`config.mk`:
```
export PLATFORM = sky130hd
export DESIGN_NAME = ccCompareUnit
export DESIGN_NICKNAME = d
export VERILOG_FILES = /design/src/rtl/ccCmpPkg.sv /design/src/rtl/ccCmpCtrl.sv /design/src/rtl/ccCmpDatapath.sv /design/src/rtl/ccCompareUnit.sv
export SDC_FILE = /design/constraint.sdc
export NUM_CORES = 1
export LEC_CHECK = 0
export BUFFER_PORTS_ARGS = -buffer_cell sky130_fd_sc_hd__buf_4
export CAP_MARGIN = 10
export CORE_ASPECT_RATIO = 0.7
export CORE_MARGIN = 2
export CORE_UTILIZATION = 35
export CTS_CLUSTER_SIZE = 24
export DETAILED_ROUTE_END_ITERATION = 8
export PLACE_DENSITY = 0.71
export SYNTH_ARGS = -nofsm -noshare
export SYNTH_HDL_FRONTEND = slang
export SYNTH_HIERARCHICAL = 1
export SYNTH_SLANG_ARGS = --single-unit
```
`constraint.sdc`:
```
create_clock -name clk -period 1.7 [get_ports clk]
set_input_delay 0.34 -clock clk [delete_from_list [all_inputs] [get_ports clk]]
set_output_delay 0.34 -clock clk [all_outputs]
set_load 0.05 [all_outputs]
```
`src/rtl/ccCmpPkg.sv`:
```
package ccCmpPkg;
  localparam int INST_W = 16;
  localparam int IMM_W  = 3;
  localparam int OP_W   = 3;

  typedef enum logic [OP_W-1:0] {
    OP_EQ    = 3'd0,
    OP_LTS   = 3'd1,
    OP_LES   = 3'd2,
    OP_LTU   = 3'd3,
    OP_LEU   = 3'd4,
    OP_ACCEQ = 3'd5,
    OP_ACCLT = 3'd6,
    OP_ACCLE = 3'd7
  } cmpOp_e;

  typedef struct packed {
    logic             loadFlags;
    logic             useImm;
    logic             usePtr;
    logic             signExt;
    cmpOp_e           op;
    logic [IMM_W-1:0] immField;
  } cmpCtrl_t;
endpackage

```
`src/rtl/ccCmpCtrl.sv`:
```
module ccCmpCtrl
  import ccCmpPkg::*;
(
  input  logic              clk,
  input  logic              rstN,
  input  logic              instValid,
  input  logic [INST_W-1:0] instWord,
  output cmpCtrl_t          ctrl,
  output logic              unsupported
);
  localparam int IMM_BIT = 10;
  localparam int OP_LSB  = 7;
  localparam int PTR_BIT = 6;
  localparam int Y_LSB   = 3;

  cmpOp_e opDec;
  logic   isAccCmp;

  always_comb begin
    opDec         = cmpOp_e'(instWord[OP_LSB +: OP_W]);
    isAccCmp      = (opDec == OP_ACCEQ) || (opDec == OP_ACCLT) || (opDec == OP_ACCLE);
    ctrl.op       = opDec;
    ctrl.useImm   = instWord[IMM_BIT];
    ctrl.usePtr   = instWord[PTR_BIT];
    ctrl.immField = instWord[Y_LSB +: IMM_W];
    ctrl.signExt  = (opDec == OP_EQ) || (opDec == OP_LTS) || (opDec == OP_LES);
    ctrl.loadFlags = instValid && !isAccCmp;
  end

  always_ff @(posedge clk or negedge rstN) begin
    if (!rstN)          unsupported <= 1'b0;
    else if (instValid) unsupported <= isAccCmp;
  end


  unsup_raise_chk: assert property (@(posedge clk) disable iff (!rstN)
    (instValid && instWord[OP_LSB +: OP_W] >= 3'd5) |=> unsupported);

  unsup_clear_chk: assert property (@(posedge clk) disable iff (!rstN)
    (instValid && instWord[OP_LSB +: OP_W] < 3'd5) |=> !unsupported);

  unsup_hold_chk: assert property (@(posedge clk) disable iff (!rstN)
    !instValid |=> $stable(unsupported));
endmodule

```
`src/rtl/ccCmpDatapath.sv`:
```
module ccCmpDatapath
  import ccCmpPkg::*;
#(
  parameter int DATA_W = 32
) (
  input  logic              clk,
  input  logic              rstN,
  input  cmpCtrl_t          ctrl,
  input  logic [DATA_W-1:0] firstData,
  input  logic [DATA_W-1:0] firstPtr,
  input  logic [DATA_W-1:0] secondData,
  input  logic [DATA_W-1:0] secondPtr,
  output logic              ccOut,
  output logic              zeroFlag,
  output logic              negFlag,
  output logic              carryFlag
);
  localparam int MSB   = DATA_W - 1;
  localparam int EXT_W = DATA_W - IMM_W;

  logic [DATA_W-1:0] opA, opB, immExt, diff;
  logic [DATA_W:0]   wideDiff;
  logic zeroN, negN, carryN, ovf, ltSigned, ccN;

  always_comb begin
    immExt   = ctrl.signExt ? {{EXT_W{ctrl.immField[IMM_W-1]}}, ctrl.immField}
                            : {{EXT_W{1'b0}}, ctrl.immField};
    opA      = ctrl.usePtr ? firstPtr : firstData;
    opB      = ctrl.useImm ? immExt : (ctrl.usePtr ? secondPtr : secondData);
    wideDiff = {1'b0, opA} - {1'b0, opB};
    diff     = wideDiff[MSB:0];
    zeroN    = (diff == '0);
    negN     = diff[MSB];
    carryN   = wideDiff[DATA_W];
    ovf      = (opA[MSB] ^ opB[MSB]) & (negN ^ opA[MSB]);
    ltSigned = negN ^ ovf;
    unique case (ctrl.op)
      OP_EQ:   ccN = zeroN;
      OP_LTS:  ccN = ltSigned;
      OP_LES:  ccN = ltSigned | zeroN;
      OP_LTU:  ccN = carryN;
      OP_LEU:  ccN = carryN | zeroN;
      default: ccN = ccOut;
    endcase
  end

  always_ff @(posedge clk or negedge rstN) begin
    if (!rstN) begin
      ccOut     <= 1'b0;
      zeroFlag  <= 1'b0;
      negFlag   <= 1'b0;
      carryFlag <= 1'b0;
    end else if (ctrl.loadFlags) begin
      ccOut     <= ccN;
      zeroFlag  <= zeroN;
      negFlag   <= negN;
      carryFlag <= carryN;
    end
  end


  eq_result_chk: assert property (@(posedge clk) disable iff (!rstN)
    (ctrl.loadFlags && ctrl.op == OP_EQ) |=> (ccOut == zeroFlag));

  ltu_result_chk: assert property (@(posedge clk) disable iff (!rstN)
    (ctrl.loadFlags && ctrl.op == OP_LTU) |=> (ccOut == carryFlag));

  leu_result_chk: assert property (@(posedge clk) disable iff (!rstN)
    (ctrl.loadFlags && ctrl.op == OP_LEU) |=> (ccOut == (carryFlag | zeroFlag)));

  zero_carry_excl_chk: assert property (@(posedge clk) disable iff (!rstN)
    zeroFlag |-> !carryFlag);

  flags_hold_chk: assert property (@(posedge clk) disable iff (!rstN)
    !ctrl.loadFlags |=> $stable({ccOut, zeroFlag, negFlag, carryFlag}));
endmodule

```
`src/rtl/ccCompareUnit.sv`:
```
module ccCompareUnit
  import ccCmpPkg::*;
#(
  parameter int DATA_W = 32
) (
  input  logic              clk,
  input  logic              rstN,
  input  logic              instValid,
  input  logic [INST_W-1:0] instWord,
  input  logic [DATA_W-1:0] firstData,
  input  logic [DATA_W-1:0] firstPtr,
  input  logic [DATA_W-1:0] secondData,
  input  logic [DATA_W-1:0] secondPtr,
  output logic              ccOut,
  output logic              zeroFlag,
  output logic              negFlag,
  output logic              carryFlag,
  output logic              unsupported
);
  cmpCtrl_t ctrl;

  ccCmpCtrl uCtrl (
    .clk(clk), .rstN(rstN), .instValid(instValid), .instWord(instWord),
    .ctrl(ctrl), .unsupported(unsupported)
  );

  ccCmpDatapath #(.DATA_W(DATA_W)) uDp (
    .clk(clk), .rstN(rstN), .ctrl(ctrl),
    .firstData(firstData), .firstPtr(firstPtr),
    .secondData(secondData), .secondPtr(secondPtr),
    .ccOut(ccOut), .zeroFlag(zeroFlag), .negFlag(negFlag), .carryFlag(carryFlag)
  );
endmodule

```
==> flow_metrics.tcl, run 1 <==
set metrics [dict create \
    first_global_vias 4816 \
    setup_tns_ps -10290 \
    grt_max_degree 16 \
    met3WireLength_microns 1560 \
    antenna_found_initial 0 \
    core-area_sq_um 9570 \
    grt_pass1_wl_microns 23200 \
    initial_core_util 0.355 \
    ctsHtreeMaxLevel 1 \
    cts_buffers 3 \
    m1WireLength_microns 6430 \
    die_w_microns 122 \
    ys_types 58 \
    critical_path_required_ps 1810 \
    maxUsedRoutingLayer "met4" \
    fin_skew_ps 0 \
    drt_first_pass_iters 5 \
    ctsLongestPathBuffers 2 \
    vdd_drop_max_v 0.000461 \
    syn_inst 469 \
    maxSlewHeadroom 0.490 \
    syn_nets 650 \
    violations "setup timing" \
    critical_path.endpoint_type "flip-flop" \
    finalMaxSlewViolations 0 \
    die_h_microns 86.4 \
    finalSetupViolCount 4 \
    async_reset_ff_frac 1.00 \
    std_cell_rows 30 \
    clk_latency_ps 220 \
    avgSynthCellArea_sq_um 7.24 \
    clock-root-buffer "clkbuf_16" \
    dpl.hpwl_microns 11700 \
    hold_violations 0 \
    drc 0 \
    path_max_fanout 15 \
    seq_area_frac_synth 0.0368 \
    gp_congestion 0.995 \
    status "finished with violations" \
    wl_per_cell_microns 17.0 \
    clock-sinks 5 \
    ys_ff_latch 5 \
    synth_edf_count 0 \
    ys.flop_type "dfrtp_1" \
    met2_wirelength_microns 6710 \
    fmax_mhz 192 \
    start_kind "primary input" \
    power_leakage_nw 2.97 \
    num_vias 4879 \
    finalNetCount 927 \
    dieArea_sq_um 10500 \
    stdcell_count 873 \
    routed_wl_microns 14800 \
    via_per_inst 5.59 \
    syn_area_sq_um 3400 \
    rsz0062_at_grt "yes" \
    fin_crit_ps 5200 \
    drt_iter0_markers 431 \
    cts_tree "yes" \
    antenna_left 0 \
    drive_gt1_frac 0.528 \
    arrival_ps 5310 \
    path_clk_slew_ps 30 \
    cap_violations 0 \
    yosysWarnings 6 \
    io_pins 152 \
    hold_path.class "in -> reg" \
    setup_ws_ps -3500 \
    timing.final.crit_share 3.06 \
    numPortBuffers 143 \
    tightest_slew_ps 755 \
    worstSetupPathType "in -> reg" \
    gr-total-overflow 0 \
    powerDensity_nw_per_um2 596 \
    syn_to_final_growth_pct 85.2 \
    track_usage 0.271 \
    n_antenna_cell 0 \
    place_inst 852 \
    timing.hold.ws_ps 319 \
]
## registers in the layout, indices dropped and copies added (netlist names)
| signal | flops |
|---|---|
| uDp/carryFlag | 1 |
| uDp/zeroFlag | 1 |
| uDp/negFlag | 1 |
| uDp/ccOut | 1 |
| uCtrl/unsupported | 1 |
## routing by layer
layer | vias up | global-route usage
met2 | 266 | 0.465
met3 | 20 | 0.0441
li1 | 2329 | -
met4 | 0 | 0.0387
met1 | 2264 | 0.366
met5 | - | 0
## cell type report
cell class	count	area, sq um
multi-input combinational	408	3390
tap	128	160
clock buffer	4	78.8
timing repair buffer	309	2470
inverter	19	71.3
fill	776	3280
sequential	5	125
## synth_stat cells, types with 2 or more instances
master / instances / share of area
o21a_1: 34 / 0.075
a21oi_1: 38 / 0.056
nor4_1: 6 / 0.011
a311oi_1: 3 / 0.0077
and3_1: 6 / 0.011
nand3_1: 7 / 0.010
a211o_1: 4 / 0.010
inv_1: 18 / 0.020
o21ai_0: 22 / 0.032
buf_1: 5 / 0.0055
a21o_1: 7 / 0.015
o32ai_1: 2 / 0.0052
o211ai_1: 8 / 0.018
a31o_2: 2 / 0.0052
ha_1: 32 / 0.12
nand2_1: 30 / 0.033
a222oi_1: 2 / 0.0059
nand4_1: 9 / 0.017
nand2b_1: 7 / 0.013
nor3b_1: 3 / 0.0066
mux2_2: 33 / 0.11
clkbuf_1: 24 / 0.027
nor3_1: 8 / 0.012
nor2b_1: 4 / 0.0074
buf_4: 8 / 0.018
o21bai_1: 7 / 0.015
mux2i_1: 40 / 0.12
nor2_1: 41 / 0.045
xnor2_1: 9 / 0.023
o21ai_1: 3 / 0.0044
fa_1: 2 / 0.012
dfrtp_1: 5 / 0.037
a211oi_1: 7 / 0.015
a221oi_1: 4 / 0.010
a31oi_1: 6 / 0.011
## path summary, 6_finish.rpt
kind	from	slack (ps)	cells past startpoint	to
min in group asynchronous	rstN	450	2	uDp/ccOut
max	instWord[9]	-3500	26	uDp/ccOut
min	instValid	320	2	uCtrl/unsupported
max reg2reg	uDp/ccOut	600	5	uDp/ccOut
min reg2reg	uCtrl/unsupported	510	2	uCtrl/unsupported
max in group asynchronous	rstN	1150	2	uDp/carryFlag
## power breakdown
part | total [W] | switching (W) | internal (W)
Sequential | 0.000171 | 0.0000194 | 0.000152
Clock | 0.000378 | 0.0000676 | 0.000310
Combinational | 0.00320 | 0.00154 | 0.00166
## cell families after synthesis
logic type                 share of synthesized area
AOI/OAI and AO/OA                              0.331
muxes                                          0.227
DFF                                           0.0368
xor gates and xnor gates                      0.0258
adders and majority gates                      0.130
buffers and inverters                         0.0707
and+or+nand+nor                                0.179
## timing repair
item / in CTS / in global routing
pin swaps: 14 / 3
gates cloned: 3 / 0
hold buffers: 1 / 0
setup buffers: 11 / 2
endpoints found under the setup margin: 4 / 4
resized for setup: 53 / 5
hold endpoints to repair: 5 / 0
## placed cells by master (no fill, tap or decap), drive strengths merged, types with 2 or more instances in the layout
master	instances
clkbuf	4
nor4	6
a21o	7
xnor2	9
o211ai	8
mux2i	40
o21ai	25
nand2b	7
buf	308
mux2	33
nand3	7
inv	19
ha	32
a221oi	5
a2111oi	2
o21bai	7
o21a	34
o32ai	2
nand4	9
nor2b	4
and3	6
a222oi	2
a31oi	6
nor3b	3
a311oi	3
a21oi	38
dfrtp	5
nand2	30
a211o	4
fa	2
a31o	2
nor3	8
nor2	41
a211oi	7
## critical path: stages
cell       delay [ps]
buf_4             130
a21oi_4           170
nand3_2           130
buf_8             180
o21a_1            150
ha_4              280
nand4_1           170
o21a_1            240
nor2_2            180
a21oi_2            50
a221oi_2          270
a21o_1            160
a21oi_1            60
o21bai_1          120
a21oi_1           100
fa_1              510
nand2_1            60
nor2_1            110
o2111a_1          180
nand4_1           100
or4_4             460
nor4_4            180
nand4_1           220
a2111oi_4         340
a31oi_1           130
o32ai_1           270
## metrics by stage
step | util | power, W | cell area, sq um | setup WS (ps)
3_3_place_gp | 0.595 | 0.00295 | 5690 | -3860
6_report | 0.657 | 0.00375 | 6290 | -3500
5_1_grt | 0.657 | 0.00399 | 6290 | -3710
3_5_place_dp | 0.595 | 0.00301 | 5690 | -3930
4_1_cts | 0.653 | 0.00364 | 6250 | -3320
2_1_floorplan | - | 0.00174 | 3570 | -3360
Power figures use the tool's default switching activity.
==> inputs of run 2 (changes only) <==
- CTS_BUF_LIST: not set -> sky130_fd_sc_hd__clkbuf_8
- clock period: 1.7 -> 5.51 ns (I/O delays scaled with it)
==> run 2 against run 1 <==
- the flow still finishes with violations (setup timing)
- total power shrank 74%
- sequential power shrank 69%
- clock-buffer cell count shrank 1
- utilization shrank 7.2 points
- non-clock buffer count shrank 62
- critical path type unchanged
- largest cell class unchanged
- largest power group unchanged
==> flow_metrics.tcl, run 2 (synthesis results as in run 1) <==
set metrics [dict create \
    status "finished with violations" \
    violations "setup timing" \
    timing.rr.end "uDp/ccOut" \
    first_global_vias 4233 \
    tightest_slew_ps 705 \
    via_per_inst 5.55 \
    worstSetupPathType "in -> reg" \
    clock-root-buffer "clkbuf_8" \
    fillers 870 \
    hold_path.class "reg -> reg" \
    power_leakage_nw 2.63 \
    vdd_drop_max_v 0.000116 \
    timing.final.crit_share 1.12 \
    cap_violations 0 \
    dpl.hpwl_microns 10600 \
    ff2ff_path_depth 5 \
    hold_depth 2 \
    cts_buffers 3 \
    fin_crit_ps 6150 \
    ctsLongestPathBuffers 2 \
    path_clk_slew_ps 40 \
    grt_pass1_wl_microns 20300 \
    die_h_microns 86.4 \
    arrival_ps 6260 \
    setup_tns_ps -1080 \
    ctsHtreeMaxLevel 1 \
    hold_start "uDp/zeroFlag" \
    drt_iter0_markers 398 \
    regArea_sq_um 125 \
    track_usage 0.238 \
    num_vias 4503 \
    syn_to_final_growth_pct 64.9 \
    antenna_found_initial 0 \
    pre_cts_slack_ps -953 \
    setup_ws_ps -645 \
    gr-total-overflow 0 \
    gp_congestion 0.916 \
    worstReg2RegStart "uDp/ccOut" \
    fin_skew_ps 0 \
    grt_max_degree 18 \
    core-area_sq_um 9570 \
    numPortBuffers 143 \
    dieArea_sq_um 10500 \
    clock-sinks 5 \
    finalNetCount 865 \
    std_cell_rows 30 \
    start_kind "primary input" \
    place_area_sq_um 5280 \
    routed_wl_microns 13000 \
    reg2reg_setup_slack_ps 4410 \
    rsz0062_at_grt "yes" \
    fmax_mhz 162 \
    drive_gt1_frac 0.455 \
    critical_path.endpoint_type "flip-flop" \
    maxSlewHeadroom 0.524 \
    multiInputGateArea_sq_um 3240 \
    die_w_microns 122 \
    stdcell_area_sq_um 5600 \
    finalSetupViolCount 2 \
    antenna_left 0 \
    hold_violations 0 \
    final_common_cell "buf_4" \
    n_antenna_cell 0 \
    layout_common_cells "buf_4 (237), mux2i_1 (40), nor2_1 (39)" \
    path_max_fanout 5 \
    cts_tree "yes" \
    utilization 0.585 \
    critical_path_required_ps 5610 \
    clk_latency_ps 220 \
    drc 0 \
    finalMaxSlewViolations 0 \
    wl_per_cell_microns 16.0 \
    initial_core_util 0.355 \
    drt_first_pass_iters 5 \
    whs_endpoint "uDp/zeroFlag" \
    powerDensity_nw_per_um2 172 \
    io_pins 152 \
]
[run 2: critical path, stage by stage]
cell       delay (ps)
buf_8             100
a21oi_4           180
nand3_4           160
buf_8             180
o21a_1            130
ha_4              290
nand2_4            50
a211oi_4          170
o41a_1            190
a211o_1           200
a21oi_2            90
a221oi_2          300
a21o_1            190
a21oi_2            60
o21bai_1          120
a21oi_1            90
fa_1              520
nand2_1            60
nor2_1             90
o2111a_1          200
nand4_1           100
or4_1             430
nor4_2            220
nand4_1           220
a2111oi_4         400
a31oi_1           130
o32ai_1           280
[run 2: how the worst max path moves through the flow]
stage	slack, ps	cells past startpoint	startpoint	endpoint
6_report	-640	27	instWord[7]	uDp/ccOut
5_1_grt	-910	27	instWord[7]	uDp/ccOut
4_1_cts	-470	27	instWord[7]	uDp/ccOut
3_5_place_dp	-950	27	instWord[7]	uDp/ccOut
3_3_place_gp	-880	26	instWord[7]	uDp/ccOut
2_1_floorplan	-310	26	instWord[6]	uDp/ccOut
[run 2: cell type report]
cell class,instances,area share
Inverter,19,0.0127
Timing Repair Buffer,247,0.349
Clock inverter,1,0.000670
Clock buffer,3,0.00737
Tap cell,128,0.0286
Multi-Input combinational cell,408,0.579
Sequential cell,5,0.0223
[run 2: layer usage]
layer  global-route usage  vias to the layer above  wire (microns)
met1                0.354                     2054            6110
met4               0.0219                        0             104
met5                    0                        -               0
met2                0.389                      232            5610
met3               0.0191                       19            1170
li1                     -                     2198               -
[run 2: where the power goes]
part | leakage [nW] | internal (W) | total [W] | switching (W)
logic | 2.54 | 0.000417 | 0.000844 | 0.000427
registers | 0.0624 | 0.0000468 | 0.0000530 | 0.00000618
clock network | 0.0269 | 0.0000477 | 0.0000647 | 0.0000170
total | 2.63 | 0.000511 | 0.000961 | 0.000450
[run 2: metrics by stage]
stage / hold WS (ps) / cells / total power (W)
2_1_floorplan: 744 / 469 / 0.000534
4_1_cts: 533 / 809 / 0.000936
5_1_grt: 568 / 811 / 0.00104
6_report: 525 / 811 / 0.000961
3_5_place_dp: 525 / 799 / 0.000834
3_3_place_gp: 510 / 799 / 0.000823
[run 2: repair_timing]
item                                    in CTS  in global routing
endpoints found under the hold margin        0                  0
gates resized for setup                     25                  7
gates cloned                                 3                  0
pin swaps                                    7                  8
hold buffers                                 0                  0
endpoints found under the setup margin       2                  2
setup buffers                                3                  2
==> inputs of run 3 (changes only) <==
- BUFFER_PORTS_ARGS: -buffer_cell sky130_fd_sc_hd__buf_4 -> -buffer_cell sky130_fd_sc_hd__clkbuf_2
- CORE_MARGIN: 2 -> not set
- CTS_BUF_LIST: sky130_fd_sc_hd__clkbuf_8 -> not set
==> run 3 against run 2 <==
- the flow still finishes with violations (setup timing)
- global-route usage grew 0.66 points
- utilization fell by 0.47 points
- fmax up 1.6%
- setup slack better by 95 ps
- design area decreased by 4.1%
- non-clock buffer count up 9
- total power up 4.3%
- combinational power decreased by 1%
- final cell count grew 0.62%
- clock-buffer cell count increased by 1
- first-iteration DRC count down 12%
- clock power grew 82%
- critical path type unchanged
- largest power group unchanged
- highest routed layer unchanged
==> flow_metrics.tcl, run 3 (synthesis results as in run 1) <==
set metrics [dict create \
    pre_cts_slack_ps -1010 \
    maxSlewHeadroom 0.542 \
    gp_congestion 0.932 \
    p_int_w 0.000540 \
    timing.rr.end "uDp/ccOut" \
    path_max_fanout 6 \
    clock-sinks 5 \
    power.total_w 0.00100 \
    p_clk_frac 0.117 \
    cp-endpoint "uDp/ccOut" \
    dieArea_sq_um 10100 \
    rsz0062_at_grt "yes" \
    finalMaxSlewViolations 0 \
    antenna_left 0 \
    cap_violations 0 \
    status "finished with violations" \
    die_h_microns 84.4 \
    grt_max_degree 17 \
    timing.hold.ws_ps 541 \
    routed_wl_microns 12800 \
    grt_pass1_wl_microns 20200 \
    track_usage 0.245 \
    dpl.hpwl_microns 10700 \
    cts_hold_buf 0 \
    drc 0 \
    drive_gt1_frac 0.474 \
    drt_first_pass_iters 7 \
    ctsHtreeMaxLevel 1 \
    first_global_vias 4151 \
    tightest_slew_ps 678 \
    wl_per_cell_microns 15.6 \
    violations "setup timing" \
    timing.final.crit_share 1.10 \
    core-area_sq_um 9250 \
    pwr-share-comb 0.830 \
    syn_to_final_growth_pct 58.2 \
    worstReg2RegStart "uDp/ccOut" \
    layout_common_cells "clkbuf_2 (140), buf_4 (108), nor2_1 (39)" \
    path_clk_slew_ps 30 \
    clk_latency_ps 220 \
    std_cell_rows 29 \
    cts_tree "yes" \
    arrival_ps 6180 \
    hold_path.class "reg -> reg" \
    final_common_cell "clkbuf_2" \
    utilization 0.581 \
    start_kind "primary input" \
    cts_buffers 3 \
    fin_skew_ps 0 \
    critical_path.endpoint_type "flip-flop" \
    hold_violations 0 \
    initial_core_util 0.367 \
    critical_path_required_ps 5630 \
    ff2ff_path_depth 5 \
    fmax_mhz 165 \
    setup_ws_ps -550 \
    drt_iter0_markers 351 \
    p_sw_w 0.000463 \
    finalSetupViolCount 2 \
    powerDensity_nw_per_um2 187 \
    clock-root-buffer "clkbuf_16" \
    io_pins 152 \
    via_per_inst 5.52 \
    power_leakage_nw 2.58 \
    num_vias 4502 \
    n_antenna_cell 0 \
    crit_start "instWord[7]" \
    seq_power_share 0.053 \
    die_w_microns 120 \
    reg2reg_setup_slack_ps 4330 \
    gr-total-overflow 0 \
    ctsLongestPathBuffers 2 \
    setup_tns_ps -934 \
    numPortBuffers 143 \
    worstSetupPathType "in -> reg" \
    switching_share 0.462 \
    antenna_found_initial 0 \
    fin_crit_ps 6060 \
    vdd_drop_max_v 0.000171 \
    finalNetCount 874 \
]
==> run 3: area by class of cell <==
cell class	instances	area, sq um
Inverter	19	71.3
Sequential cell	5	125
Tap cell	124	155
Clock buffer	4	78.8
Multi-Input combinational cell	408	3290
Fill cell	857	3880
Timing Repair Buffer	256	1650
==> run 3: worst min path at each step <==
stage | from | to | slack (ps) | cells past startpoint
finish | uDp/negFlag | uDp/negFlag | 540 | 2
global route | uDp/carryFlag | uDp/carryFlag | 570 | 2
CTS | uDp/negFlag | uDp/negFlag | 540 | 2
detailed placement | uDp/zeroFlag | uDp/zeroFlag | 520 | 2
global placement | uDp/zeroFlag | uDp/zeroFlag | 510 | 2
floorplan | uDp/zeroFlag | uDp/zeroFlag | 740 | 2
==> run 3: stage by stage <==
stage                     std cells  cell area, sq um
after floorplan                 469              3550
after global placement          804              4970
after detailed placement        804              4970
after CTS                       814              5260
after global routing            816              5370
final                           816              5370
==> run 3: metal layers <==
| layer | part of all wire | track usage |
|---|---|---|
| met1 | 0.48 | 0.355 |
| met2 | 0.44 | 0.399 |
| met3 | 0.082 | 0.0319 |
| met4 | 0.0027 | 0.0159 |
| met5 | 0 | 0 |
==> run 3: critical path: stages <==
cell	delay, ps
buf_8	100
a21oi_4	210
nand3_4	200
buf_8	190
o21a_1	190
ha_4	310
nand4_1	170
nor3_2	240
buf_4	140
a21oi_2	60
a221oi_2	260
a21o_1	170
a21oi_2	50
o21bai_1	130
a21oi_1	100
fa_1	530
nand2_1	70
nor2_1	100
o2111a_1	190
nand4_1	100
or4_4	450
nor4_4	160
nand4_1	220
a2111oi_4	360
a31oi_1	150
o32ai_2	230
==> run 3: timing repair <==
| item | CTS | global route |
|---|---|---|
| endpoints found under the setup margin | 2 | 2 |
| gates resized for setup | 22 | 15 |
| pin swaps | 8 | 3 |
| setup buffers | 4 | 2 |
| gates cloned | 2 | 1 |
==> run 3: power by group through the flow <==
| stage | logic (W) | clock network (W) | registers, W |
|---|---|---|---|
| final | 0.000832 | 0.000118 | 0.0000528 |
| after global routing | 0.000906 | 0.000122 | 0.0000539 |
| after CTS | 0.000800 | 0.000120 | 0.0000530 |
| after detailed placement | 0.000768 | 0 | 0.0000530 |
| after global placement | 0.000755 | 0 | 0.0000527 |
| after floorplan | 0.000446 | 0 | 0.0000874 |
